**config.mk**
```make
export PLATFORM = sky130hd
export DESIGN_NAME = sop_logic_array
export DESIGN_NICKNAME = d
export VERILOG_FILES = /design/src/rtl/sop_pkg.sv /design/src/rtl/sop_rst_sync.sv /design/src/rtl/sop_and_plane.sv /design/src/rtl/sop_or_plane.sv /design/src/rtl/sop_logic_array.sv
export SDC_FILE = /design/constraint.sdc
export NUM_CORES = 1
export LEC_CHECK = 0
export ABC_AREA = 1
export BUFFER_PORTS_ARGS = -buffer_cell sky130_fd_sc_hd__buf_4
export CAP_MARGIN = 5
export CELL_PAD_IN_SITES_DETAIL_PLACEMENT = 0
export CELL_PAD_IN_SITES_GLOBAL_PLACEMENT = 1
export CORE_ASPECT_RATIO = 1.4
export CORE_MARGIN = 2
export CORE_UTILIZATION = 40
export DETAILED_ROUTE_END_ITERATION = 8
export GPL_ROUTABILITY_DRIVEN = 0
export PLACE_DENSITY = 0.78
export SYNTH_ARGS = -nofsm -noshare
export SYNTH_HDL_FRONTEND = slang
export SYNTH_SLANG_ARGS = --single-unit
```
**constraint.sdc**
```tcl
create_clock -name clk -period 6.4 [get_ports clk]
set_input_delay 1.28 -clock clk [delete_from_list [all_inputs] [get_ports clk]]
set_output_delay 1.28 -clock clk [all_outputs]
set_load 0.05 [all_outputs]
```
**src/rtl/sop_pkg.sv**
```systemverilog
package sop_pkg;

  typedef enum logic [1:0] {
    LIT_ABSENT = 2'b00,
    LIT_TRUE   = 2'b01,
    LIT_COMPL  = 2'b10,
    LIT_NEVER  = 2'b11
  } lit_e;

  function automatic int max_int(input int a, input int b);
    return (a > b) ? a : b;
  endfunction

  function automatic int idx_width(input int n);
    return (n > 1) ? $clog2(n) : 1;
  endfunction

endpackage

```
**src/rtl/sop_rst_sync.sv**
```systemverilog
module sop_rst_sync (
  input  logic clk,
  input  logic arst_n,
  output logic rst_n
);

  logic [1:0] sync_q;

  always_ff @(posedge clk or negedge arst_n) begin
    if (!arst_n) sync_q <= 2'b00;
    else         sync_q <= {sync_q[0], 1'b1};
  end

  assign rst_n = sync_q[1];

endmodule

```
**src/rtl/sop_and_plane.sv**
```systemverilog
module sop_and_plane
  import sop_pkg::*;
#(
  parameter int N_IN   = 4,
  parameter int N_TERM = 16,
  parameter int ADDR_W = 4
) (
  input  logic                clk,
  input  logic                rst_n,
  input  logic                wr_en,
  input  logic [ADDR_W-1:0]   wr_addr,
  input  logic [2*N_IN-1:0]   wr_row,
  input  logic [N_IN-1:0]     data_in,
  input  logic [ADDR_W-1:0]   rd_addr,
  output logic [2*N_IN-1:0]   rd_row,
  output logic [N_TERM-1:0]   term
);

  localparam int ROW_W = 2 * N_IN;
  localparam int IDX_W = idx_width(N_TERM);

  logic [ROW_W-1:0] row_q [N_TERM];
  logic [ROW_W-1:0] row_d [N_TERM];
  logic [N_TERM-1:0] hit;

  for (genvar t = 0; t < N_TERM; t++) begin : g_row
    assign hit[t] = wr_en && (wr_addr == ADDR_W'(t));

    always_comb begin
      row_d[t] = row_q[t];
      if (hit[t]) row_d[t] = wr_row;
    end

    always_ff @(posedge clk or negedge rst_n) begin
      if (!rst_n)      row_q[t] <= '0;
      else if (hit[t]) row_q[t] <= row_d[t];
    end

    always_comb begin
      logic ok;
      ok = 1'b1;
      for (int i = 0; i < N_IN; i++) begin
        case (lit_e'(row_q[t][2*i +: 2]))
          LIT_TRUE:  if (!data_in[i]) ok = 1'b0;
          LIT_COMPL: if (data_in[i])  ok = 1'b0;
          LIT_NEVER: ok = 1'b0;
          default:   ok = ok;
        endcase
      end
      term[t] = ok && (|row_q[t]);
    end

    assert_empty_term_low_R2: assert property (@(posedge clk) disable iff (!rst_n)
      (row_q[t] == '0) |-> !term[t]);

    assert_row_write_R6: assert property (@(posedge clk) disable iff (!rst_n)
      hit[t] |=> (row_q[t] == $past(wr_row)));

    assert_row_hold_R7: assert property (@(posedge clk) disable iff (!rst_n)
      !hit[t] |=> $stable(row_q[t]));

    for (genvar i = 0; i < N_IN; i++) begin : g_lit
      assert_never_code_R1: assert property (@(posedge clk) disable iff (!rst_n)
        (row_q[t][2*i +: 2] == 2'b11) |-> !term[t]);
    end
  end

  always_comb begin
    rd_row = '0;
    if (int'(rd_addr) < N_TERM) rd_row = row_q[rd_addr[IDX_W-1:0]];
  end

endmodule

```
**src/rtl/sop_or_plane.sv**
```systemverilog
module sop_or_plane
  import sop_pkg::*;
#(
  parameter int N_TERM        = 16,
  parameter int N_OUT         = 4,
  parameter int ADDR_W        = 4,
  parameter bit FIXED_OR      = 1'b0,
  parameter int TERMS_PER_OUT = 4
) (
  input  logic              clk,
  input  logic              rst_n,
  input  logic              wr_en,
  input  logic [ADDR_W-1:0] wr_addr,
  input  logic [N_TERM-1:0] wr_mask,
  input  logic [N_TERM-1:0] term,
  input  logic [ADDR_W-1:0] rd_addr,
  output logic [N_TERM-1:0] rd_mask,
  output logic [N_OUT-1:0]  data_out
);

  localparam int IDX_W = idx_width(N_OUT);

  logic [N_TERM-1:0] conn [N_OUT];

  if (FIXED_OR) begin : g_fixed
    wire unused_fixed = ^{clk, wr_en, wr_addr, wr_mask};

    for (genvar o = 0; o < N_OUT; o++) begin : g_out
      for (genvar t = 0; t < N_TERM; t++) begin : g_bit
        assign conn[o][t] = ((t / TERMS_PER_OUT) == o);
      end

      assert_fixed_group_R4: assert property (@(posedge clk) disable iff (!rst_n)
        data_out[o] |-> (|(term & conn[o])));
    end
  end else begin : g_prog
    logic [N_TERM-1:0] conn_q [N_OUT];
    logic [N_TERM-1:0] conn_d [N_OUT];
    logic [N_OUT-1:0]  hit;

    for (genvar o = 0; o < N_OUT; o++) begin : g_out
      assign hit[o] = wr_en && (wr_addr == ADDR_W'(o));

      always_comb begin
        conn_d[o] = conn_q[o];
        if (hit[o]) conn_d[o] = wr_mask;
      end

      always_ff @(posedge clk or negedge rst_n) begin
        if (!rst_n)      conn_q[o] <= '0;
        else if (hit[o]) conn_q[o] <= conn_d[o];
      end

      assign conn[o] = conn_q[o];

      assert_mask_write_R6: assert property (@(posedge clk) disable iff (!rst_n)
        hit[o] |=> (conn_q[o] == $past(wr_mask)));

      assert_out_needs_term_R3: assert property (@(posedge clk) disable iff (!rst_n)
        data_out[o] |-> (|(term & conn_q[o])));
    end
  end

  for (genvar o = 0; o < N_OUT; o++) begin : g_sum
    assign data_out[o] = |(term & conn[o]);
  end

  always_comb begin
    rd_mask = '0;
    if (int'(rd_addr) < N_OUT) rd_mask = conn[rd_addr[IDX_W-1:0]];
  end

endmodule

```
**src/rtl/sop_logic_array.sv**
```systemverilog
module sop_logic_array
  import sop_pkg::*;
#(
  parameter int N_IN          = 4,
  parameter int N_TERM        = 16,
  parameter int N_OUT         = 4,
  parameter bit FIXED_OR      = 1'b0,
  parameter int TERMS_PER_OUT = 4,
  parameter int ADDR_W        = idx_width(max_int(N_TERM, N_OUT)),
  parameter int CFG_W         = max_int(2 * N_IN, N_TERM)
) (
  input  logic              clk,
  input  logic              arst_n,
  input  logic              cfg_we,
  input  logic              cfg_sel_or,
  input  logic [ADDR_W-1:0] cfg_addr,
  input  logic [CFG_W-1:0]  cfg_wdata,
  input  logic              rd_sel_or,
  input  logic [ADDR_W-1:0] rd_addr,
  output logic [CFG_W-1:0]  rd_data,
  input  logic [N_IN-1:0]   data_in,
  output logic [N_OUT-1:0]  data_out
);

  localparam int ROW_W = 2 * N_IN;

  logic              rst_n;
  logic [N_TERM-1:0] term;
  logic [ROW_W-1:0]  rd_row;
  logic [N_TERM-1:0] rd_mask;
  logic              and_we;
  logic              or_we;

  assign and_we = cfg_we && !cfg_sel_or;
  assign or_we  = cfg_we &&  cfg_sel_or;

  sop_rst_sync u_rst (
    .clk    (clk),
    .arst_n (arst_n),
    .rst_n  (rst_n)
  );

  sop_and_plane #(
    .N_IN   (N_IN),
    .N_TERM (N_TERM),
    .ADDR_W (ADDR_W)
  ) u_and (
    .clk     (clk),
    .rst_n   (rst_n),
    .wr_en   (and_we),
    .wr_addr (cfg_addr),
    .wr_row  (cfg_wdata[ROW_W-1:0]),
    .data_in (data_in),
    .rd_addr (rd_addr),
    .rd_row  (rd_row),
    .term    (term)
  );

  sop_or_plane #(
    .N_TERM        (N_TERM),
    .N_OUT         (N_OUT),
    .ADDR_W        (ADDR_W),
    .FIXED_OR      (FIXED_OR),
    .TERMS_PER_OUT (TERMS_PER_OUT)
  ) u_or (
    .clk      (clk),
    .rst_n    (rst_n),
    .wr_en    (or_we),
    .wr_addr  (cfg_addr),
    .wr_mask  (cfg_wdata[N_TERM-1:0]),
    .term     (term),
    .rd_addr  (rd_addr),
    .rd_mask  (rd_mask),
    .data_out (data_out)
  );

  assign rd_data = rd_sel_or ? CFG_W'(rd_mask) : CFG_W'(rd_row);

  assert_reset_outputs_low_R5: assert property (@(posedge clk)
    $rose(rst_n) |-> (data_out == '0));

endmodule

```
==> flow_metrics.py, run 1 <==
metrics = {
    "status": {
        "status": "finished clean",
    },
    "pwr": {
        "cellLeakagePower_nw": 5.72,
        "peakVddDrop_mv": 0.283,
        "p_comb_share_pct": 26.5,
        "power.density_nw_per_um2": 321,
        "power.total_mw": 3.82,
        "p_int_mw": 2.39,
        "switching_share_pct": 37.4,
        "seq_power_share_pct": 44.2,
        "pwr-share-clk_pct": 29.4,
        "power_switching_mw": 1.43,
    },
    "global_routing": {
        "antenna_found_initial": 0,
        "grt_pass1_wl_um": 57600,
        "grt_usage_pct": 27.2,
        "grt_pass1_vias": 9787,
        "grt_max_degree": 74,
        "grt-ovfl-total": 0,
    },
    "clock_tree": {
        "hold_buffers": 0,
        "cts_setup_buffers": 0,
        "numCtsBuffers": 17,
        "cts_tree": "yes",
        "h-tree-depth": 4,
        "cts.sinks": 194,
        "cts-resized-gates": 0,
        "cts_buffer_depth": 2,
        "clk_pin_slew_ns": 0.08,
        "root_buffer": "clkbuf_16",
        "insertion_delay_ns": 0.47,
    },
    "placed_design": {
        "place.detailed.hpwl_um": 24800,
        "numPortBuffers": 52,
    },
    "sta": {
        "finalCritPeriodShare_pct": 76.0,
        "hold_viol_final": 0,
        "tightest_slew_ns": 1.19,
        "finalHoldWorstSlack_ns": 0.355,
        "clock.fmax_mhz": 206,
        "fin_crit_ns": 4.86,
        "rsz0062_at_grt": "no",
        "slew_headroom_pct": 20.2,
        "final.setup.tns_ns": 0,
        "slew_viol_final": 0,
        "fin_skew_ns": 0.00889,
        "setup_violations": 0,
    },
    "routing": {
        "ant_nets": 0,
        "drt_iter0_drc": 1007,
        "routed_via_density": 5.30,
        "finalWirelength_um": 36900,
        "first_pass_iters": 5,
        "wire_per_inst_um": 19.2,
        "route.detailed.drc": 0,
        "num_vias": 10200,
    },
    "worst_setup_path": {
        "critical_path_class": "primary input to primary output",
        "crit_cells": 9,
        "rr_worst_depth": 1,
        "crit_path_end_kind": "primary output",
        "cp_top_family": "buffers and inverters",
        "critical_path_buf_inv_count": 3,
        "r2r-end": "u_and.row_q[99]$_DFFE_PN0P_",
        "max_stage_delay_ns": 0.63,
        "cp-start-kind": "primary input",
        "rr_startpoint": "u_rst.sync_q[1]$_DFF_PN0_",
        "slowest_stage": "buf_4",
        "path_cells": "buf_4 -> buf_4 -> o21ai_0 -> o211ai_1 -> nand3_1 -> nand2_1 -> nand2_1 -> nand2_1 -> buf_4",
        "r2r_setup_slack_ns": 4.44,
        "required_ns": 5.12,
        "cp_max_fo": 63,
        "arrival_ns": 3.58,
    },
    "synthesis": {
        "postSynthCellCount": 1561,
        "synth_nets": 1594,
        "yosys.area.top_type": "dfrtp_1",
        "synth_warnings": 0,
        "synth.avg_cell_area_um2": 6.95,
        "synth_top_area_share_pct": 44.7,
        "ys_types": 22,
        "ys_seq_elements": 194,
        "yosysSeqAreaShare_pct": 44.7,
        "syn-cell-area_um2": 10900,
        "synthTopCellsByArea": "dfrtp_1 (45%), nand2_1 (15%), o21ai_0 (13%), nor2_1 (7.7%), inv_1 (4.8%)",
    },
    "finish": {
        "drive_gt1_share_pct": 6.47,
        "areaGrowthSynthToFinish_pct": 9.54,
        "final_nets": 1582,
        "fin_util_pct": 44.5,
        "diodes": 0,
    },
    "hold_path": {
        "hold_class": "flip-flop to flip-flop",
        "min_to": "u_rst.sync_q[1]$_DFF_PN0_",
        "min_path_cells": 0,
        "hold_path_startpoint": "u_rst.sync_q[0]$_DFF_PN0_",
    },
    "floorplanning": {
        "die_h_um": 199,
        "dieArea_um2": 28500,
        "start_util_pct": 40.6,
        "io_pins": 53,
        "rows": 71,
        "coreArea_um2": 26700,
        "die_x_um": 143,
    },
    "run": {
        "max-cap-violations": 0,
    },
}
synth_stat cells:
master      n
clkbuf_2    1
o21ai_0   277
nand2_1   444
clkbuf_1   42
nor2_1    223
a21o_1      4
clkinv_1    1
nor3_2      4
nand4_1    13
nand3_1    52
dfrtp_1   194
buf_6      12
conb_1      1
o21ai_1    10
buf_2      34
o211ai_1   36
nor3_1      1
inv_2       2
buf_1       2
nor2_4      2
a21oi_1    67
inv_1     139
power by group through the flow:
stage	clock (mW)	sequential (mW)	combinational, mW
floorplan	0	1.63	0.721
global placement	0	1.70	0.996
detailed placement	0	1.70	1.01
CTS	1.13	1.68	1.01
global route	1.18	1.72	1.15
finish	1.12	1.69	1.01
per-stage QoR:
step	cells	worst slack [ns]	instance area, um2
global placement	1895	1.56	11300
CTS	1927	1.58	11900
global route	1927	1.43	11900
detailed placement	1895	1.58	11300
finish	1927	1.54	11900
floorplan	1561	0.594	10900
worst max path at each step:
| stage | from | end |
|---|---|---|
| 6_report | rd_addr[0] | rd_data[3] |
| 2_1_floorplan | u_rst.sync_q[1]$_DFF_PN0_ | u_and.row_q[0]$_DFFE_PN0P_ |
| 4_1_cts | rd_addr[0] | rd_data[5] |
| 3_3_place_gp | rd_addr[0] | rd_data[3] |
| 5_1_grt | rd_addr[0] | rd_data[5] |
| 3_5_place_dp | rd_addr[0] | rd_data[5] |
routing by layer:
layer,track usage (%),up-vias,wire [um],share of wire [%]
li1,-,4978,-,-
met1,35.5,4831,15700,43
met2,45.6,337,18200,49
met3,3.76,68,1880,5.1
met4,10.5,0,1070,2.9
met5,0,-,0,0
flip-flops by register name, indices dropped and copies added, names as in the netlist:
register and count:
u_rst.sync_q 2, u_and.row_q 128, u_or.conn 64
cells by family (layout without fill, tap and decap cells):
logic type / after synthesis / in the layout / share of synthesized area [%]
flip-flops: 194 / 194 / 44.7
AND/OR/NAND/NOR: 739 / 739 / 26.8
AO/OA/AOI/OAI: 394 / 394 / 19.1
other: 1 / 1 / 0.0346
buffers and inverters: 233 / 234 / 9.29
placed cells by master (no fill, tap or decap):
| cell | n |
|---|---|
| nand2_1 | 444 |
| o21ai_0 | 277 |
| nor2_1 | 223 |
| dfrtp_1 | 193 |
| inv_1 | 139 |
| a21oi_1 | 67 |
| buf_4 | 60 |
| nand3_1 | 52 |
| o211ai_1 | 36 |
| clkbuf_16 | 17 |
| nand4_1 | 13 |
| o21ai_1 | 10 |
| inv_6 | 6 |
| nor3_2 | 4 |
| a21o_1 | 4 |
| inv_2 | 2 |
| nor2_4 | 2 |
| clkbuf_8 | 2 |
| clkinv_2 | 2 |
| clkinvlp_4 | 2 |
| bufinv_16 | 2 |
| clkinv_1 | 1 |
| nor3_1 | 1 |
| clkinv_4 | 1 |
| conb_1 | 1 |
| dfrtp_4 | 1 |
area by class of cell:
type | count | area, um2
Clock inverter | 13 | 146
Timing Repair Buffer | 60 | 450
Fill cell | 2845 | 14900
Tap cell | 365 | 457
Inverter | 142 | 533
Multi-Input combinational cell | 1134 | 4990
Clock buffer | 19 | 453
Sequential cell | 194 | 4860
(Power assumes the default switching activity.)
==> inputs of run 2 (changes only) <==
Settings changed: ABC_AREA 1 to 0, PLACE_DENSITY 0.78 to 0.7.
Clock period 6.4 ns to 4.56 ns, I/O delays scaled along.
==> run 2 against run 1 <==
Against the previous run:
- wire length fell by 12%
- design area is 0.43% lower
- core utilization increased by 0.89 points
- worst setup slack got worse by 1.0 ns
- synthesized cell count fell by 49%
- largest power group unchanged
- total power grew 43%
==> flow_metrics.py, run 2 <==
metrics = {
    "clock_tree": {
        "clk_pin_slew_ns": 0.07,
        "root_buffer": "clkbuf_16",
        "cts_setup_buffers": 0,
        "cts-resized-gates": 0,
        "cts_tree": "yes",
        "cts_buffer_depth": 2,
        "numCtsBuffers": 17,
        "h-tree-depth": 4,
        "insertion_delay_ns": 0.45,
        "hold_buffers": 0,
        "cts.sinks": 194,
    },
    "finish": {
        "final_nets": 868,
        "final_common_cell": "mux2_2",
        "largest_reg_flops": 128,
        "regMostFlops": "u_and.row_q",
        "drive_gt1_share_pct": 42.3,
        "areaGrowthSynthToFinish_pct": 11.7,
        "fin_util_pct": 45.3,
        "final_cell_mix": "mux2_2 (200), dfrtp_1 (193), mux2i_1 (72)",
        "diodes": 0,
    },
    "routing": {
        "first_pass_iters": 5,
        "finalWirelength_um": 32500,
        "drt_iter0_drc": 587,
        "wire_per_inst_um": 27.7,
        "routed_via_density": 6.21,
        "ant_nets": 0,
        "route.detailed.drc": 0,
        "num_vias": 7279,
    },
    "hold_path": {
        "hold_class": "primary input to asynchronous set/reset pin",
    },
    "worst_setup_path": {
        "required_ns": 3.65,
        "critical_path_buf_inv_count": 1,
        "critical_path_class": "flip-flop to primary output",
        "crit_path_end_kind": "primary output",
        "cp_max_fo": 4,
        "cp-start-kind": "flip-flop",
        "max_stage_delay_ns": 0.54,
        "cp_top_family": "simple AND/OR/NAND/NOR gates",
        "slowest_stage": "or4_1",
        "arrival_ns": 3.12,
        "path_cells": "or4_1 -> nor2_1 -> nor4b_1 -> a2111oi_0 -> nand4_1 -> buf_4",
    },
    "floorplanning": {
        "die_h_um": 197,
        "dieArea_um2": 27800,
        "start_util_pct": 40.6,
        "coreArea_um2": 26100,
        "die_x_um": 142,
        "rows": 70,
        "io_pins": 53,
    },
    "placed_design": {
        "pre_cts_slack_ns": 0.717,
        "place.detailed.hpwl_um": 23000,
        "numPortBuffers": 52,
    },
    "run": {
        "max-cap-violations": 0,
    },
    "global_routing": {
        "grt_max_degree": 147,
        "grt-ovfl-total": 0,
        "grt_usage_pct": 24.1,
        "antenna_found_initial": 0,
        "grt_pass1_wl_um": 48900,
        "grt_pass1_vias": 7571,
    },
    "pwr": {
        "power.total_mw": 5.47,
        "power.density_nw_per_um2": 462,
        "cellLeakagePower_nw": 5.27,
        "peakVddDrop_mv": 0.225,
    },
    "synthesis": {
        "synth_mux_area_share_pct": 38.3,
        "synth_nets": 835,
        "synthFlopType": "dfrtp_1",
        "yosysMostFrequentCell": "mux2_2",
        "yosysSeqAreaShare_pct": 45.8,
        "yosys.area_share.simple_pct": 10.2,
        "netlist_top_cells_count": "mux2_2 (200), dfrtp_1 (194), mux2i_1 (72)",
        "synthTopCellsByArea": "dfrtp_1 (46%), mux2_2 (21%), mux4_2 (9.8%), mux2i_1 (6.8%), nor4b_1 (2.0%)",
        "syn-cell-area_um2": 10600,
        "synth_warnings": 0,
        "async_flop_share_pct": 100,
        "postSynthCellCount": 802,
        "yosys.area.top_type": "dfrtp_1",
        "synth_adder_area_share_pct": 0,
        "ys_types": 36,
        "synth_compound_area_share_pct": 3.05,
        "synth_top_family_by_area": "multiplexers",
        "ys_seq_elements": 194,
        "synth.avg_cell_area_um2": 13.2,
        "synth_edf_count": 0,
        "synthXorXnorAreaFrac_pct": 0,
        "synth_top_area_share_pct": 45.8,
    },
    "sta": {
        "finalWorstSetupSlack_ns": 0.531,
        "fin_skew_ns": 0.0132,
        "slew_headroom_pct": 32.8,
        "tightest_slew_ns": 1.01,
        "clock.fmax_mhz": 248,
        "setup_violations": 0,
        "slew_viol_final": 0,
        "finalCritPeriodShare_pct": 88.3,
        "rsz0062_at_grt": "no",
        "fin_crit_ns": 4.03,
        "final.setup.tns_ns": 0,
        "hold_viol_final": 0,
    },
    "status": {
        "status": "finished clean",
    },
}
## run 2: cell count changes after synthesis, sizes merged, moves of 18 or more
cell	change
mux2i	+72
mux4	+48
nor4b	+24
a21oi	-59
mux2	+200
o21ai	-275
clkbuf	-18
buf	-23
nand3	-31
or4	+26
inv	-133
nand2	-410
o211ai	-31
nor2	-180
## run 2: cell families (layout without fill, tap and decap cells)
group,count (synthesis),count (layout)
and+or+nand+nor,186,186
other,1,1
AOI/OAI and AO/OA,43,43
DFF,194,194
muxes,320,320
buffers and inverters,58,104
## run 2: report_power, final
part | switching [mW] | internal, mW | total [mW]
sequential | 0.391 | 2.05 | 2.44
combinational | 0.803 | 0.714 | 1.52
clock | 0.734 | 0.772 | 1.51
## run 2: final cells by class
| class | count | area [um2] |
|---|---|---|
| Clock buffer | 18 | 429 |
| Sequential cell | 194 | 4860 |
| Multi-Input combinational cell | 550 | 5470 |
| Fill cell | 2369 | 14300 |
| Timing Repair Buffer | 64 | 493 |
| Clock inverter | 14 | 146 |
| Inverter | 8 | 30.0 |
| Tap cell | 324 | 405 |
## run 2: path summary, 6_finish.rpt
| path | start | to | slack [ns] | cells past startpoint |
|---|---|---|---|---|
| setup / recovery | u_and.row_q[19]$_DFFE_PN0P_ | data_out[3] | 0.53 | 6 |
| hold / removal | arst_n | u_rst.sync_q[1]$_DFF_PN0_ | 0.24 | 1 |
| setup reg to reg | u_rst.sync_q[1]$_DFF_PN0_ | u_or.conn[3]$_DFFE_PN0P_ | 2.95 | 1 |
| hold reg to reg | u_rst.sync_q[1]$_DFF_PN0_ | u_and.row_q[30]$_DFFE_PN0P_ | 0.35 | 0 |
| max in group asynchronous | u_rst.sync_q[1]$_DFF_PN0_ | u_or.conn[3]$_DFFE_PN0P_ | 2.95 | 1 |
| min in group clk | u_rst.sync_q[0]$_DFF_PN0_ | u_rst.sync_q[1]$_DFF_PN0_ | 0.35 | 0 |
## run 2: per-layer routing
| layer | track usage (%) | part of all wire [%] |
|---|---|---|
| met2 | 43.2 | 53 |
| met1 | 29.3 | 39 |
| met4 | 9.85 | 3.3 |
| met5 | 0 | 0 |
| met3 | 3.06 | 4.1 |
## run 2: through the flow
| stage | cells | area [um2] | hold WS, ns |
|---|---|---|---|
| after floorplan | 802 | 10600 | 0.331 |
| after global placement | 1140 | 11300 | 0.334 |
| after detailed placement | 1140 | 11300 | 0.336 |
| after CTS | 1172 | 11800 | 0.229 |
| after global routing | 1172 | 11800 | 0.226 |
| final | 1172 | 11800 | 0.243 |
==> inputs of run 3 (changes only) <==
Settings changed: PLACE_DENSITY 0.7 to 0.72.
==> run 3 against run 2 <==
Against the previous run:
- worst hold slack worse by 0.0056 ns
- total power is 1.2% lower
- clock-buffer cell count is 4 higher
- sequential power hardly changed
- non-clock buffer count is 1 lower
- clock power is 3% lower
- sequential cell count stayed put
- design area is 0.18% lower
- global-route usage is 0.46 points lower
- die area stayed put
- critical endpoint is now data_out[0]
- largest power group unchanged
==> flow_metrics.py, run 3 (synthesized netlist as in run 2, its figures left out) <==
metrics = {
    "status": {
        "status": "finished clean",
    },
    "routing": {
        "wire_per_inst_um": 27.3,
        "ant_nets": 0,
        "num_vias": 7262,
        "routed_via_density": 6.22,
        "route.detailed.drc": 0,
        "first_pass_iters": 4,
        "drt_iter0_drc": 454,
        "finalWirelength_um": 31900,
    },
    "floorplanning": {
        "coreArea_um2": 26100,
        "io_pins": 53,
        "die_x_um": 142,
        "die_h_um": 197,
        "start_util_pct": 40.6,
        "rows": 70,
        "dieArea_um2": 27800,
    },
    "pwr": {
        "p_int_mw": 3.57,
        "cellLeakagePower_nw": 5.25,
        "power.total_mw": 5.40,
        "pwr-share-clk_pct": 27.0,
        "peakVddDrop_mv": 0.224,
        "p_comb_share_pct": 28.3,
        "power_switching_mw": 1.83,
        "seq_power_share_pct": 44.8,
        "switching_share_pct": 33.9,
        "power.density_nw_per_um2": 457,
    },
    "finish": {
        "fin_util_pct": 45.3,
        "multi_input_area_um2": 5470,
        "diodes": 0,
        "instances_no_fill": 1168,
        "final_common_cell": "mux2_2",
        "regMostFlops": "u_and.row_q",
        "areaGrowthSynthToFinish_pct": 11.5,
        "register_area_um2": 4860,
        "drive_gt1_share_pct": 42.1,
        "final_nets": 867,
        "final_cell_mix": "mux2_2 (200), dfrtp_1 (193), mux2i_1 (72)",
        "nFillCells": 2418,
        "largest_reg_flops": 128,
    },
    "worst_setup_path": {
        "path_cells": "or4_1 -> nor2_1 -> nor4b_1 -> a2111oi_0 -> nand4_1 -> buf_4",
        "critical_path_buf_inv_count": 1,
        "crit_path_end_kind": "primary output",
        "cp-start-kind": "flip-flop",
        "max_stage_delay_ns": 0.59,
        "slowest_stage": "a2111oi_0",
        "arrival_ns": 3.13,
        "cp_max_fo": 4,
        "critical_path_class": "flip-flop to primary output",
        "required_ns": 3.65,
        "cp_top_family": "simple AND/OR/NAND/NOR gates",
    },
    "global_routing": {
        "grt_pass1_wl_um": 47600,
        "grt_max_degree": 136,
        "grt_usage_pct": 23.7,
        "antenna_found_initial": 0,
        "grt-ovfl-total": 0,
        "grt_pass1_vias": 7449,
    },
    "clock_tree": {
        "cts_tree": "yes",
        "root_buffer": "clkbuf_16",
        "cts-resized-gates": 0,
        "cts.sinks": 194,
        "hold_buffers": 0,
        "numCtsBuffers": 17,
        "cts_setup_buffers": 0,
        "cts_buffer_depth": 2,
        "clk_pin_slew_ns": 0.06,
        "h-tree-depth": 4,
        "insertion_delay_ns": 0.45,
    },
    "hold_path": {
        "hold_class": "primary input to asynchronous set/reset pin",
    },
    "sta": {
        "final.setup.tns_ns": 0,
        "rsz0062_at_grt": "no",
        "finalCritPeriodShare_pct": 88.7,
        "setup_violations": 0,
        "slew_headroom_pct": 35.9,
        "clock.fmax_mhz": 247,
        "fin_crit_ns": 4.04,
        "finalWorstSetupSlack_ns": 0.517,
        "fin_skew_ns": 0.00793,
        "hold_viol_final": 0,
        "tightest_slew_ns": 0.959,
        "slew_viol_final": 0,
    },
    "placed_design": {
        "pre_cts_slack_ns": 0.697,
        "dpl.cell_count": 1139,
        "place.detailed.hpwl_um": 22800,
        "numPortBuffers": 52,
    },
    "run": {
        "max-cap-violations": 0,
    },
}
==> run 3: power by group through the flow <==
stage	clock network (mW)	registers [mW]	logic, mW
finish	1.46	2.42	1.53
detailed placement	0	2.44	1.53
global placement	0	2.43	1.50
CTS	1.49	2.41	1.53
floorplan	0	2.30	1.09
global route	1.56	2.45	1.62
==> run 3: path summary, 6_finish.rpt <==
check | from | endpoint | slack [ns] | cells past startpoint
setup / recovery | u_and.row_q[23]$_DFFE_PN0P_ | data_out[0] | 0.52 | 6
min in group clk | u_rst.sync_q[0]$_DFF_PN0_ | u_rst.sync_q[1]$_DFF_PN0_ | 0.35 | 0
hold reg to reg | u_rst.sync_q[0]$_DFF_PN0_ | u_rst.sync_q[1]$_DFF_PN0_ | 0.35 | 0
hold / removal | arst_n | u_rst.sync_q[1]$_DFF_PN0_ | 0.24 | 1
max in group asynchronous | u_rst.sync_q[1]$_DFF_PN0_ | u_and.row_q[116]$_DFFE_PN0P_ | 3.53 | 1
setup reg to reg | u_rst.sync_q[1]$_DFF_PN0_ | u_and.row_q[116]$_DFFE_PN0P_ | 3.53 | 1
==> run 3: final cells by class <==
class	instances	area share, %
Tap cell	324	3.43
Inverter	8	0.254
Sequential cell	194	41.1
Clock inverter	7	0.657
Multi-Input combinational cell	550	46.3
Clock buffer	22	4.10
Timing Repair Buffer	63	4.11
==> run 3: layer usage <==
metal / global-route usage, % / routed length, um / vias to the layer above
li1: - / - / 3129
met1: 27.4 / 12500 / 3879
met2: 41.7 / 16700 / 192
met3: 4.62 / 1250 / 62
met4: 11.6 / 1460 / 0
met5: 0 / 0 / -
==> run 3: through the flow <==
step | instance area (um2) | hold WS (ns)
6_report | 11800 | 0.237
5_1_grt | 11800 | 0.217
4_1_cts | 11800 | 0.221
3_5_place_dp | 11300 | 0.335
3_3_place_gp | 11300 | 0.334
2_1_floorplan | 10600 | 0.331
